File: src/rtl/jesd_rx_demap_pkg.sv
package jesd_rx_demap_pkg;
  localparam int unsigned OCTET_W = 8;
endpackage

File: src/rtl/jrd_lane_unpack.sv
module jrd_lane_unpack
  import jesd_rx_demap_pkg::*;
#(
  parameter int unsigned LANE_W   = 32,
  parameter int unsigned SAMPLE_W = 16
) (
  input  logic [LANE_W-1:0]                              lane_i,
  output logic [(LANE_W/SAMPLE_W)*(SAMPLE_W-1)-1:0]      data_o,
  output logic [(LANE_W/SAMPLE_W)-1:0]                   ctrl_o
);
  localparam int unsigned SLOTS  = LANE_W / SAMPLE_W;
  localparam int unsigned OCTS   = SAMPLE_W / OCTET_W;
  localparam int unsigned DATA_W = SAMPLE_W - 1;

  for (genvar s = 0; s < SLOTS; s++) begin : g_slot
    logic [SAMPLE_W-1:0] word;
    for (genvar o = 0; o < OCTS; o++) begin : g_oct
      // earliest octet on the wire lands in the most significant position
      assign word[SAMPLE_W-1-OCTET_W*o -: OCTET_W] = lane_i[s*SAMPLE_W + OCTET_W*o +: OCTET_W];
    end
    assign data_o[s*DATA_W +: DATA_W] = word[SAMPLE_W-1:1];
    assign ctrl_o[s]                  = word[0];
  end
endmodule

File: src/rtl/jrd_flag_pipe.sv
module jrd_flag_pipe #(
  parameter int unsigned SLOTS = 2
) (
  input  logic             clk,
  input  logic             rst_n,
  input  logic             valid_i,
  input  logic [SLOTS-1:0] sof_i,
  input  logic [SLOTS-1:0] somf_i,
  output logic             valid_o,
  output logic [SLOTS-1:0] sof_o,
  output logic [SLOTS-1:0] somf_o
);
  always_ff @(posedge clk) begin
    if (!rst_n) begin
      valid_o <= 1'b0;
      sof_o   <= '0;
      somf_o  <= '0;
    end else begin
      valid_o <= valid_i;
      sof_o   <= valid_i ? sof_i  : '0;
      somf_o  <= valid_i ? somf_i : '0;
    end
  end
endmodule

File: src/rtl/jesd_rx_demap.sv
module jesd_rx_demap
  import jesd_rx_demap_pkg::*;
#(
  parameter int unsigned LANES        = 4,
  parameter int unsigned LANE_W       = 32,
  parameter int unsigned FRAME_OCTETS = 2
) (
  input  logic                                                             clk,
  input  logic                                                             rst_n,
  input  logic [LANES*LANE_W-1:0]                                          lnk_data_i,
  input  logic                                                             lnk_valid_i,
  input  logic [LANE_W/(FRAME_OCTETS*OCTET_W)-1:0]                         lnk_sof_i,
  input  logic [LANE_W/(FRAME_OCTETS*OCTET_W)-1:0]                         lnk_somf_i,
  output logic [LANES*(LANE_W/(FRAME_OCTETS*OCTET_W))*(FRAME_OCTETS*OCTET_W-1)-1:0] smp_data_o,
  output logic [LANES*(LANE_W/(FRAME_OCTETS*OCTET_W))-1:0]                 smp_ctrl_o,
  output logic                                                             smp_valid_o,
  output logic [LANE_W/(FRAME_OCTETS*OCTET_W)-1:0]                         smp_sof_o,
  output logic [LANE_W/(FRAME_OCTETS*OCTET_W)-1:0]                         smp_somf_o
);
  localparam int unsigned SAMPLE_W = FRAME_OCTETS * OCTET_W;
  localparam int unsigned SLOTS    = LANE_W / SAMPLE_W;
  localparam int unsigned DATA_W   = SAMPLE_W - 1;
  localparam int unsigned NSAMP    = LANES * SLOTS;

  logic [NSAMP*DATA_W-1:0] data_c;
  logic [NSAMP-1:0]        ctrl_c;

  for (genvar n = 0; n < LANES; n++) begin : g_lane
    jrd_lane_unpack #(
      .LANE_W  (LANE_W),
      .SAMPLE_W(SAMPLE_W)
    ) u_unpack (
      .lane_i(lnk_data_i[n*LANE_W +: LANE_W]),
      .data_o(data_c[n*SLOTS*DATA_W +: SLOTS*DATA_W]),
      .ctrl_o(ctrl_c[n*SLOTS +: SLOTS])
    );
  end

  always_ff @(posedge clk) begin
    if (!rst_n) begin
      smp_data_o <= '0;
      smp_ctrl_o <= '0;
    end else if (lnk_valid_i) begin
      smp_data_o <= data_c;
      smp_ctrl_o <= ctrl_c;
    end
  end

  jrd_flag_pipe #(.SLOTS(SLOTS)) u_flags (
    .clk    (clk),
    .rst_n  (rst_n),
    .valid_i(lnk_valid_i),
    .sof_i  (lnk_sof_i),
    .somf_i (lnk_somf_i),
    .valid_o(smp_valid_o),
    .sof_o  (smp_sof_o),
    .somf_o (smp_somf_o)
  );
endmodule

File: config.mk
export PLATFORM = sky130hd
export DESIGN_NAME = jesd_rx_demap
export DESIGN_NICKNAME = d
export VERILOG_FILES = /design/src/rtl/jesd_rx_demap_pkg.sv /design/src/rtl/jrd_lane_unpack.sv /design/src/rtl/jrd_flag_pipe.sv /design/src/rtl/jesd_rx_demap.sv
export SDC_FILE = /design/constraint.sdc
export NUM_CORES = 1
export LEC_CHECK = 0
export BUFFER_PORTS_ARGS = -buffer_cell sky130_fd_sc_hd__buf_2
export CAP_MARGIN = 5
export CELL_PAD_IN_SITES_DETAIL_PLACEMENT = 1
export CELL_PAD_IN_SITES_GLOBAL_PLACEMENT = 2
export CORE_UTILIZATION = 28
export DETAILED_ROUTE_END_ITERATION = 10
export PLACE_DENSITY_LB_ADDON = 0.1
export SYNTH_ARGS = -nofsm -noshare
export SYNTH_HDL_FRONTEND = slang
export SYNTH_HIERARCHICAL = 1
export SYNTH_SLANG_ARGS = --single-unit
File: constraint.sdc
create_clock -name clk -period 1.1 [get_ports clk]
set_clock_uncertainty 0.15 [all_clocks]
set_input_delay 0.165 -clock clk [delete_from_list [all_inputs] [get_ports clk]]
set_output_delay 0.165 -clock clk [all_outputs]
set_load 0.03 [all_outputs]
# Word-level counts from Yosys, hierarchy flattened
# Index checks and enable logic that the tools add are counted.
[word_totals]
out_inout_bits = 133
wordCells = 6
register_bits = 133
inputBits = 135
[op_classes]
reduce_logical = 1
[op_table]
columns = ["cell", "n"]
rows = [
  ["$reduce_and 2->1", 1],
]

# Logic depth before layout (Yosys ltp)
[logic_depth]
depth_word = 1
mapped_depth = 4
depth_no_buf = 2

# Cells and area by module
# Netlist, hierarchy kept.
[modules_own_cells]
columns = ["mod", "seq_area_each_um2", "n_inst", "cells_each", "area_per_inst_um2"]
rows = [
  ["jesd_rx_demap", 2562.5, 1, 412, 4968.5],
  ["jrd_lane_unpack", 0.0, 4, 32, 240.2],
  ["jrd_flag_pipe", 100.1, 1, 10, 132.6],
]

# Least setup slack after synthesis
# Ideal clock, no wire load.
[synth_timing]
path_kind = "input port to flip-flop"
from = "input rst_n"
to = "register smp_ctrl_o[5]"
cell_stages = 3
setup_time_ps = 65
slack_ps = 142
t_required_ps = 885
t_arrival_ps = 743
path_buffers = 2
cell_sequence = "clkbuf_1 clkbuf_1 nor2b_1"
[synth_lines]
columns = ["item", "line", "rtl"]
rows = [
  ["start: declaration", "jesd_rx_demap.sv:9", "input logic rst_n,"],
  ["end signal: assignment", "jesd_rx_demap.sv:45", "smp_ctrl_o <= ctrl_c;"],
  ["end: declaration", "jesd_rx_demap.sv:15", "output logic [LANES*(LANE_W/(FRAME_OCTETS*OCTET_W))-1:0] smp_ctrl_o,"],
]
# No word-level cell between the ends.

# Final worst setup path
[layout_timing]
from = "register smp_ctrl_o[6]"
to = "output smp_ctrl_o[6]"
# No word-level cell between the ends.

==> reports/results.ini <==
[status]
outcome = finished with violations
violations = setup timing

[sta]
finalCritPeriodShare_pct = 110
rsz0062_at_grt = true
tightest_slew_ps = 282
slew_viol_final = 0
setup_violations = 133
max_freq_mhz = 829
hold_viol = 0
worst_slack_ps = -106
period_minus_slack_ps = 1210
slew_headroom_pct = 81.2

[global_routing]
grt_pass1_wl_um = 26300
grt_overflow = 0
antenna_found_initial = 0
first_global_vias = 5064
grt_usage_pct = 15.3
grt_max_degree = 62

[yosys]
syn_area_mm2 = 0.00606
syn_area_per_cell_um2 = 11.0
ys_warn_count = 6
synth-seq-area-share_pct = 43.9
ys_ff_latch = 133
ys_types = 9
synth_area_leaders = dfxtp_1, mux2i_1, buf_4
yosysTopAreaCell = dfxtp_1
syn_nets = 685
synth_top_area_share_pct = 43.9
syn_inst = 550

[clock_tree]
clk_path_buf_depth = 2
cts.sinks = 133
h-tree-depth = 4
clk_pin_slew_ps = 60
clockRootBuffer = clkbuf_16
worst_skew_pair.late_latency_ps = 400
cts_inserted_buffers = 17
cts_tree = yes

[route]
drt_pass1_iterations = 4
drt_iter0_markers = 58
postRouteAntennaNets = 0
vias = 4562
avgViaCountPerCell = 4.05
wl_per_cell_um = 15.1
drc = 0
wl_um = 17000

[layout]
layout_common_cells = buf_6, buf_2, dfxtp_2
final_common_cell = buf_6
area_growth_syn_to_layout_pct = 58.0
fin_nets = 974
drive_gt1_share_pct = 53.5
diodes = 0

[critical_path]
path_cells = buf_6
end_kind = output pin
cp_max_fo = 2
cp_slowest_stage_delay_ps = 340
crit_buf_inv = 1
crit_slowest_cell = dfxtp_2
crit_family = flip-flops
critPathKind = flop to output pin
crit_path_start_kind = flop
arrival_ps = 890
cp.required_ps = 780

[pwr]
pwr_density_cell_mw_per_mm2 = 1370
ir_worst_vdd_v = 0.000919
finalPower_mw = 13.1
p_leak_nw = 4.45

[place]
io_buffers = 267
hpwlAfterDp_um = 11000
dp_slack_ps = -97.7
gp_congestion = 0.723

[run]
max-cap-violations = 0

[floorplan]
die_x_um = 149
die_h_um = 149
ioPinCount = 268
core_area_mm2 = 0.0212
initial_core_util_pct = 28.7
die-area_mm2 = 0.0222
num_rows = 53

[min_path]
hold_path_class = input pin to flop

## power by group
group	switching, mW	internal, mW
Combinational	1.23	1.42
Clock	2.11	2.99
Sequential	0.204	5.17
## per-layer routing
metal / global-route usage (%) / wire length, um / vias to the layer above
li1: - / - / 2227
met1: 16.7 / 6760 / 2157
met2: 27.2 / 8720 / 165
met3: 5.96 / 1360 / 13
met4: 4.74 / 171 / 0
met5: 0 / 0 / -
## flip-flops by register name (all words and copies together), names as in the netlist
signal,flops
u_flags/sof_o,2
smp_ctrl_o,8
u_flags/somf_o,2
u_flags/valid_o,1
smp_data_o,120
## layout make-up
cell class | count | area [um^2]
Fill cell | 2270 | 11600
Timing Repair Buffer | 426 | 3760
Sequential cell | 133 | 2830
Tap cell | 275 | 344
Multi-Input combinational cell | 261 | 2120
Clock inverter | 8 | 52.6
Clock buffer | 24 | 472
## cells in the mapped netlist
master,number
dfxtp_1,133
buf_4,128
mux2i_1,128
nor2b_1,128
clkbuf_1,14
buf_12,13
and3_1,4
and2_2,1
buf_6,1
## repair_timing
item | in CTS | in global routing
hold buffers | 132 | 0
hold endpoints to repair | 132 | 0
setup endpoints to repair | 133 | 133
setup buffers | 8 | 8
resized for setup | 399 | 1
## through the flow
step | utilization [%] | instance area, um^2 | hold WS [ps] | setup TNS, ps | instances
2_1_floorplan | - | 6060 | 151 | 0 | 550
3_3_place_gp | 31.2 | 6610 | 255 | -909 | 947
3_5_place_dp | 31.2 | 6610 | 259 | -3820 | 947
4_1_cts | 45.0 | 9510 | 50.4 | -15360 | 1119
5_1_grt | 45.3 | 9580 | 58.8 | -17420 | 1127
6_report | 45.3 | 9580 | 68.8 | -11840 | 1127
## final timing paths
check	startpoint	endpoint	slack (ps)	depth (start not counted)
worst max-delay path	smp_ctrl_o[6]	smp_ctrl_o[6]	-110	1
worst min-delay path	rst_n	smp_data_o[119]	70	3
worst max register to register	smp_data_o[2]	smp_data_o[2]	40	4
worst min register to register	smp_data_o[52]	smp_data_o[52]	370	2
## cells by family after synthesis
family,count (synthesis),share of synthesized area (%)
buf+inv,156,21.2
flops,133,43.9
simple gates,133,13.7
mux,128,21.1
(Power assumes the default switching activity.)
